[src/rtl/pwr_sup_pkg.sv]
package pwr_sup_pkg;

    typedef enum logic [1:0] {
        CH_DOWN  = 2'd0,
        CH_WAKE  = 2'd1,
        CH_UP    = 2'd2,
        CH_SLEEP = 2'd3
    } ch_state_t;

    typedef enum logic [1:0] {
        TM_NONE = 2'd0,
        TM_DLB  = 2'd1,
        TM_ALB  = 2'd2,
        TM_DCC  = 2'd3
    } tmode_t;

endpackage

[src/rtl/pin_persist.sv]
module pin_persist #(
    parameter int   PERSIST = 16,
    parameter logic RST_VAL = 1'b0
) (
    input  logic clk,
    input  logic rst_n,
    input  logic tick,
    input  logic raw,
    output logic filt
);
    localparam int CW = $clog2(PERSIST + 1);

    logic [CW-1:0] cnt;

    always_ff @(posedge clk or negedge rst_n) begin
        if (!rst_n) begin
            filt <= RST_VAL;
            cnt  <= '0;
        end else if (raw == filt) begin
            cnt <= '0;
        end else if (tick) begin
            if (cnt == CW'(PERSIST - 1)) begin
                filt <= raw;
                cnt  <= '0;
            end else begin
                cnt <= cnt + 1'b1;
            end
        end
    end


    filt_follow_chk: assert property (@(posedge clk) disable iff (!rst_n)
        (filt != $past(filt)) |-> (filt == $past(raw)));

endmodule

[src/rtl/activity_watch.sv]
module activity_watch #(
    parameter int CW = 8
) (
    input  logic          clk,
    input  logic          rst_n,
    input  logic          pulse,
    input  logic          ev,
    input  logic [CW-1:0] limit,
    output logic          lost
);
    logic [CW-1:0] cnt;

    always_ff @(posedge clk or negedge rst_n) begin
        if (!rst_n) begin
            cnt  <= '0;
            lost <= 1'b1;
        end else if (pulse) begin
            cnt  <= '0;
            lost <= 1'b0;
        end else if (ev && !lost) begin
            if (cnt == limit - CW'(1)) begin
                cnt  <= '0;
                lost <= 1'b1;
            end else begin
                cnt <= cnt + 1'b1;
            end
        end
    end


    revive_chk: assert property (@(posedge clk) disable iff (!rst_n)
        pulse |=> !lost);


    lost_sticky_chk: assert property (@(posedge clk) disable iff (!rst_n)
        (lost && !pulse) |=> lost);

endmodule

[src/rtl/chan_pwr_fsm.sv]
module chan_pwr_fsm
    import pwr_sup_pkg::*;
(
    input  logic clk,
    input  logic rst_n,
    input  logic sync,
    input  logic force_dn,
    input  logic pin_en,
    input  logic pin_dn,
    output logic active
);
    ch_state_t st, nxt;

    always_ff @(posedge clk or negedge rst_n) begin
        if (!rst_n) st <= CH_DOWN;
        else        st <= nxt;
    end

    always_comb begin
        nxt = st;
        if (force_dn) begin
            nxt = CH_DOWN;
        end else if (pin_en) begin
            unique case (st)
                CH_DOWN:  if (!pin_dn) nxt = CH_WAKE;
                CH_WAKE:  if (pin_dn) nxt = CH_DOWN; else if (sync) nxt = CH_UP;
                CH_UP:    if (pin_dn) nxt = CH_SLEEP;
                CH_SLEEP: if (!pin_dn) nxt = CH_UP; else if (sync) nxt = CH_DOWN;
                default:  nxt = CH_DOWN;
            endcase
        end
    end

    always_comb begin
        active = (st == CH_UP) || (st == CH_SLEEP);
    end


    force_down_chk: assert property (@(posedge clk) disable iff (!rst_n)
        force_dn |=> (st == CH_DOWN));


    wake_needs_sync_chk: assert property (@(posedge clk) disable iff (!rst_n)
        (st == CH_DOWN) |=> (st != CH_UP));


    freeze_chk: assert property (@(posedge clk) disable iff (!rst_n)
        (!pin_en && !force_dn) |=> $stable(st));

endmodule

[src/rtl/chan_power_supervisor.sv]
module chan_power_supervisor
    import pwr_sup_pkg::*;
#(
    parameter int NCH            = 4,
    parameter int PERSIST        = 16,
    parameter int FRAME_LEN      = 256,
    parameter int MISS_FRAMES    = 32,
    parameter int CLK_LOSS_TICKS = 12,
    parameter int LOSS32_TICKS   = 512
) (
    input  logic           clk,
    input  logic           rst_n,
    input  logic           mclk_tick,
    input  logic           ref_tick,
    input  logic           mode32,
    input  logic [NCH-1:0] pdn,
    input  logic           test_en,
    input  logic [NCH-1:0] fsx,
    input  logic [NCH-1:0] fsr,
    output logic [NCH-1:0] ch_active,
    output logic           global_down,
    output logic [NCH-1:0] tm_dig_lb,
    output logic [NCH-1:0] tm_ana_lb,
    output logic [NCH-1:0] tm_dc_conv
);
    localparam int CH_W     = $clog2(NCH);
    localparam int FS_LIMIT = MISS_FRAMES * FRAME_LEN;
    localparam int LIM_A    = (FS_LIMIT > LOSS32_TICKS) ? FS_LIMIT : LOSS32_TICKS;
    localparam int LIM_MAX  = (LIM_A > CLK_LOSS_TICKS) ? LIM_A : CLK_LOSS_TICKS;
    localparam int CW       = $clog2(LIM_MAX + 1);

    logic [NCH-1:0] f_pdn;
    logic           f_tst;
    logic [NCH-1:0] sync_ch;
    logic [NCH-1:0] fs_lost;
    logic           clk_lost;
    logic           fs_ev;
    logic [CW-1:0]  fs_limit;
    tmode_t         tm;
    logic           sel_all;
    logic [CH_W-1:0] sel_ch;
    logic           test_active;
    logic           pin_en;
    logic           gd_cond;

    // pin persistence filters
    generate
        for (genvar i = 0; i < NCH; i++) begin : g_pdn
            pin_persist #(.PERSIST(PERSIST), .RST_VAL(1'b1)) u_pp (
                .clk(clk), .rst_n(rst_n), .tick(mclk_tick),
                .raw(pdn[i]), .filt(f_pdn[i])
            );
        end
    endgenerate

    pin_persist #(.PERSIST(PERSIST), .RST_VAL(1'b0)) u_tst (
        .clk(clk), .rst_n(rst_n), .tick(mclk_tick),
        .raw(test_en), .filt(f_tst)
    );

    // master clock presence
    activity_watch #(.CW(CW)) u_clkw (
        .clk(clk), .rst_n(rst_n), .pulse(mclk_tick), .ev(ref_tick),
        .limit(CW'(CLK_LOSS_TICKS)), .lost(clk_lost)
    );

    // frame-sync activity per channel
    always_comb begin
        fs_ev    = mode32 ? ref_tick : mclk_tick;
        fs_limit = mode32 ? CW'(LOSS32_TICKS) : CW'(FS_LIMIT);
    end

    generate
        for (genvar i = 0; i < NCH; i++) begin : g_fs
            assign sync_ch[i] = mode32 ? (fsx[0] | fsr[0]) : (fsx[i] | fsr[i]);
            activity_watch #(.CW(CW)) u_fsw (
                .clk(clk), .rst_n(rst_n), .pulse(sync_ch[i]), .ev(fs_ev),
                .limit(fs_limit), .lost(fs_lost[i])
            );
        end
    endgenerate

    // test-code decode
    always_comb begin
        tm      = TM_NONE;
        sel_all = 1'b0;
        sel_ch  = f_pdn[2 +: CH_W];
        if (f_tst) begin
            unique case (f_pdn[1:0])
                2'b11: tm = TM_DLB;
                2'b10: tm = TM_ALB;
                2'b01: tm = TM_DCC;
                2'b00: begin
                    sel_all = 1'b1;
                    unique case (f_pdn[3:2])
                        2'b00:   tm = TM_DLB;
                        2'b01:   tm = TM_ALB;
                        2'b10:   tm = TM_DCC;
                        default: tm = TM_NONE;
                    endcase
                end
                default: tm = TM_NONE;
            endcase
        end
    end

    always_comb begin
        test_active = (tm != TM_NONE);
        pin_en      = !test_active;
        gd_cond     = clk_lost | (&fs_lost) | (pin_en & (&f_pdn));
    end

    // per-channel power state machines
    generate
        for (genvar i = 0; i < NCH; i++) begin : g_ch
            chan_pwr_fsm u_fsm (
                .clk(clk), .rst_n(rst_n), .sync(sync_ch[i]),
                .force_dn(fs_lost[i] | gd_cond), .pin_en(pin_en),
                .pin_dn(f_pdn[i]), .active(ch_active[i])
            );
        end
    endgenerate

    always_ff @(posedge clk or negedge rst_n) begin
        if (!rst_n) global_down <= 1'b1;
        else        global_down <= gd_cond;
    end

    // test controls
    always_comb begin
        for (int i = 0; i < NCH; i++) begin
            logic hit;
            hit = ch_active[i] & (sel_all | (sel_ch == CH_W'(i)));
            tm_dig_lb[i]  = hit & (tm == TM_DLB);
            tm_ana_lb[i]  = hit & (tm == TM_ALB);
            tm_dc_conv[i] = hit & (tm == TM_DCC);
        end
    end


    gdown_idle_chk: assert property (@(posedge clk) disable iff (!rst_n)
        global_down |-> (ch_active == '0));

    generate
        for (genvar i = 0; i < NCH; i++) begin : g_tmchk

            tm_excl_chk: assert property (@(posedge clk) disable iff (!rst_n)
                $onehot0({tm_dig_lb[i], tm_ana_lb[i], tm_dc_conv[i]}));
        end
    endgenerate

endmodule

[config.mk]
export PLATFORM = sky130hd
export DESIGN_NAME = chan_power_supervisor
export DESIGN_NICKNAME = d
export VERILOG_FILES = /design/src/rtl/pwr_sup_pkg.sv /design/src/rtl/pin_persist.sv /design/src/rtl/activity_watch.sv /design/src/rtl/chan_pwr_fsm.sv /design/src/rtl/chan_power_supervisor.sv
export SDC_FILE = /design/constraint.sdc
export NUM_CORES = 1
export LEC_CHECK = 0
export CELL_PAD_IN_SITES_DETAIL_PLACEMENT = 0
export CELL_PAD_IN_SITES_GLOBAL_PLACEMENT = 2
export CORE_UTILIZATION = 38
export CTS_BUF_LIST = sky130_fd_sc_hd__clkbuf_8
export CTS_CLUSTER_DIAMETER = 80
export DETAILED_ROUTE_END_ITERATION = 7
export GPL_ROUTABILITY_DRIVEN = 0
export PLACE_DENSITY = 0.78
export SYNTH_ARGS = -nofsm -noshare
export SYNTH_HDL_FRONTEND = slang
export SYNTH_SLANG_ARGS = --single-unit
[constraint.sdc]
create_clock -name clk -period 3.9 [get_ports clk]
set_input_delay 0.39 -clock clk [delete_from_list [all_inputs] [get_ports clk]]
set_output_delay 0.39 -clock clk [all_outputs]
set_load 0.01 [all_outputs]
==> summary.md <==
| Metric | Value |
|---|---|
| Clock root buffer | sky130_fd_sc_hd__clkbuf_8 |
| H-tree levels | 4 |
| Mapped Cells | 652 |
| Max-capacitance violation count | 0 |
| Maximum number of pins on one net before global-route repair | 66 |
| Post-synth top area share | 43.0% |
| Post-synthesis xor/xnor area fraction | 10.6% |
| Final core area utilization | 45.6% |
| Type of the setup path with the least slack | reg2out |
| Switching component of the power | 635 uW |
| Main combinational cell family by area after synthesis | simple AND/OR/NAND/NOR gates |
| Final Worst Setup Slack | 0.704 ns |
| Starting Density | 39.3% |
| Relative max-transition margin | 42.2% |
| Top Ports | 35 |
| Worst path required time | 3.51 ns |
| Global-route wire length before repair | 23100 um |
| Minimum clock period | 3.20 ns |
| Top cells by area in the synthesized netlist | sky130_fd_sc_hd__dfrtp_1 43%, sky130_fd_sc_hd__nor2_1 7.2%, sky130_fd_sc_hd__xor2_1 7.1% |
| Final ANT Viol Nets | 0 |
| CP Cell Sequence | inv_1, ha_1, or3_1, o21ai_0, nand2_1, nor2_1, clkdlybuf4s50_1 |
| Clock insertion delay at the later pin of the skew report | 0.43 ns |
| Number of vias in the routed layout | 4715 |
| Final layout net count | 718 |
| Remaining global-route overflow | 0 |
| Sequential-to-total area share from yosys stat | 47.4% |
| Most frequent cells after synthesis | 116 x sky130_fd_sc_hd__nor2_1, 104 x sky130_fd_sc_hd__dfrtp_1, 58 x sky130_fd_sc_hd__nand2_1 |
| Register-to-register setup slack | 1.43 ns |
| Share of synthesized flip-flops with an asynchronous set or reset | 100% |
| Share of synthesized cell area in and, or, nand and nor gates | 25.6% |
| Gate family responsible for the most delay along the worst path | buffers and inverters |
| Detailed Routing Iterations Pass 1 | 5 |
| Combinational group share of total power | 7.6% |
| Port-buffer cells | 34 |
| # setup viols final | 0 |
| Final Instance Count excl. Fillers | 910 |
| Achievable clock frequency | 313 MHz |
| Multiplexer share of the synthesized area | 2.05% |
| Power density normalized to cell area | 373 nW/um^2 |
| Number of gates resized after cts | 0 |
| Largest voltage drop on the vdd net | 0.000278 V |
| Status | completed |
| Period utilisation layout | 81.9% |
| Post-synthesis instance area | 6050 sq um |
| Vias in the first global route | 4652 |
| Number of DRC violations after detailed routing | 0 |
| Share of total power in the clock network | 45.0% |
| Detailed Route WL | 13400 um |
| FF+latch count, synth | 114 |
| Setup repair after global routing missed its margin | no |
| Worst Reg-to-Reg Cells | 6 |
| Post-CTS Hold Fix Bufs | 0 |
| Critical path's slowest cell | sky130_fd_sc_hd__dfstp_2 |
| Number of buffers and inverters on the critical path | 2 |
| GRT Total Usage | 17.9% |
| Post-Place Cell Area | 6590 sq um |
| Worst-path clk slew | 0.07 ns |
| Total number of placement rows | 45 |
| TritonCTS clock tree | done |
| Max Root-Sink Buffers | 2 |
| Post-placement cell count | 878 |
| Sw Ratio | 24.3% |
| Die Ht | 128 um |
| Area leader, netlist | sky130_fd_sc_hd__dfrtp_1 |
| Post-Route Skew | 0.0114 ns |
| Net count of the mapped netlist | 684 |
| Critical R2R Launch | g_pdn[3].u_pp.filt |
| Reg-to-reg endpoint | g_ch[1].u_fsm.st[1] |
| Number of endpoints with negative hold slack in the final report | 0 |
| Final-report max-slew violation count | 0 |
| Total non-filler cell area in the finished layout | 7010 sq um |
| Number of fill cells | 1469 |
| Number of sinks driven by the clock tree | 114 |
| Cell with the most instances after synthesis | sky130_fd_sc_hd__nor2_1 |
| DP Wirelength | 9290 um |
| Least-Margin Pin Slew | 0.867 ns |
| Post-CTS setup buffer count | 0 |
| Die span in x | 128 um |
| Register share of total power | 47.3% |
| Clock buffers created by TritonCTS | 17 |
| Antenna violations before repair | 0 |
| Dominant synthesized flop cell | sky130_fd_sc_hd__dfrtp_1 |
| Synth Area in Adders | 2.90% |
| Total negative slack | 0 ns |
| P_int | 1.98 mW |
| Die ar. | 16400 sq um |
| Synthesis warning total | 0 |
| Core footprint | 15400 sq um |
| Worst setup slack after placement | 1.01 ns |
| Post-synthesis compound-gate area fraction | 9.02% |
| Data arrival time of the critical path | 2.81 ns |
| CP endpoint kind | output pin |
| Worst min path class | in2async |
| Largest fanout of any net on the critical path | 6 |
| Sort of element at the start of the critical path | register |
| Detail-routed net length per standard cell | 14.7 um |
| Mean area per synthesized cell | 9.27 sq um |
| Leakage power | 2.97 nW |
| Drt via density | 5.18 |
| Final antenna diode count | 0 |
| Number of distinct standard cells referenced by the synthesized netlist | 59 |
| Fraction of layout cells with a size suffix above 1 | 8.44% |
| Number of synthesized flops with an enable pin | 0 |
| Violation count after the first detailed-routing iteration | 249 |
| Area Overhead vs Synth | 16.0% |
| Worst path max stage delay | 0.61 ns |
-- worst register-to-register path: cells and delay by family, from the launching register on --
family,cells,cell delay (ns)
AO/OA/AOI/OAI,2,0.60
AND/OR/NAND/NOR,2,0.74
adder cells (fa/ha/maj),1,0.32
flip-flops,1,0.61
buffers and inverters,1,0.12
-- cells in the final DEF, fill, tap and decap left out, types with 10 or more instances in the layout --
| master | n |
|---|---|
| sky130_fd_sc_hd__a21oi_1 | 25 |
| sky130_fd_sc_hd__and3_1 | 16 |
| sky130_fd_sc_hd__clkbuf_8 | 21 |
| sky130_fd_sc_hd__clkdlybuf4s50_1 | 33 |
| sky130_fd_sc_hd__dfrtp_1 | 104 |
| sky130_fd_sc_hd__dfstp_2 | 10 |
| sky130_fd_sc_hd__ha_1 | 14 |
| sky130_fd_sc_hd__nand2_1 | 58 |
| sky130_fd_sc_hd__nand3_1 | 29 |
| sky130_fd_sc_hd__nand4_1 | 25 |
| sky130_fd_sc_hd__nor2_1 | 116 |
| sky130_fd_sc_hd__nor3_1 | 22 |
| sky130_fd_sc_hd__o21ai_0 | 24 |
| sky130_fd_sc_hd__xnor2_1 | 24 |
| sky130_fd_sc_hd__xor2_1 | 49 |
-- stage by stage --
step | power (mW) | hold slack, ns
after detailed placement | 1.46 | 0.510
after global routing | 2.73 | 0.132
after floorplan | 1.37 | 0.0944
final | 2.62 | 0.0357
after CTS | 2.65 | 0.106
after global placement | 1.46 | 0.509
-- cell families after synthesis --
group,count (synthesis)
adders and majority gates,14
xor gates and xnor gates,73
and+or+nand+nor,317
AOI/OAI and AO/OA,88
muxes,12
DFF,114
buffers and inverters,34
-- layer usage --
metal | part of all wire [%] | routed length (um) | up-vias | GRT usage [%]
li1 | - | - | 2351 | -
met1 | 51 | 6820 | 2289 | 24.6
met2 | 45 | 5960 | 67 | 28.0
met3 | 3.6 | 485 | 8 | 4.72
met4 | 0.84 | 112 | 0 | 4.98
met5 | 0 | 0 | - | 0
-- how the worst max path moves through the flow --
stage / cells past startpoint / end / startpoint / slack, ns
CTS: 7 / tm_dig_lb[1] / g_pdn[3].u_pp.filt / 0.67
floorplan: 8 / g_ch[0].u_fsm.st[1] / g_pdn[2].u_pp.filt / 1.73
finish: 7 / tm_dig_lb[1] / g_pdn[3].u_pp.filt / 0.70
global placement: 7 / g_fs[3].u_fsw.cnt[13] / mode32 / 1.13
detailed placement: 7 / g_fs[3].u_fsw.cnt[13] / mode32 / 1.01
global route: 7 / tm_dig_lb[1] / g_pdn[3].u_pp.filt / 0.55
-- flip-flops by register name (all words and copies together) (netlist names) --
signal and cells:
g_ch.u_fsm.st 8, g_fs.u_fsw.cnt 56, g_fs.u_fsw.lost 4, g_pdn.u_pp.cnt 20
g_pdn.u_pp.filt 4, global_down 1, u_clkw.cnt 14, u_clkw.lost 1
u_tst.cnt 5, u_tst.filt 1
-- cell type report --
class,instances,area (sq um),share of cell area [%]
clock inverter,11,134,1.91
timing repair buffer,40,395,5.64
clock buffer,21,289,4.12
sequential,114,2870,40.9
tap,211,264,3.76
multi-input combinational,504,3030,43.2
inverter,9,33.8,0.482
-- power groups by stage --
stage	Clock (mW)	Combinational [mW]	Sequential, mW
after global placement	0	0.199	1.26
final	1.18	0.199	1.24
after detailed placement	0	0.204	1.26
after CTS	1.21	0.205	1.24
after floorplan	0	0.124	1.25
after global routing	1.26	0.227	1.24
Power figures use the tool's default switching activity.
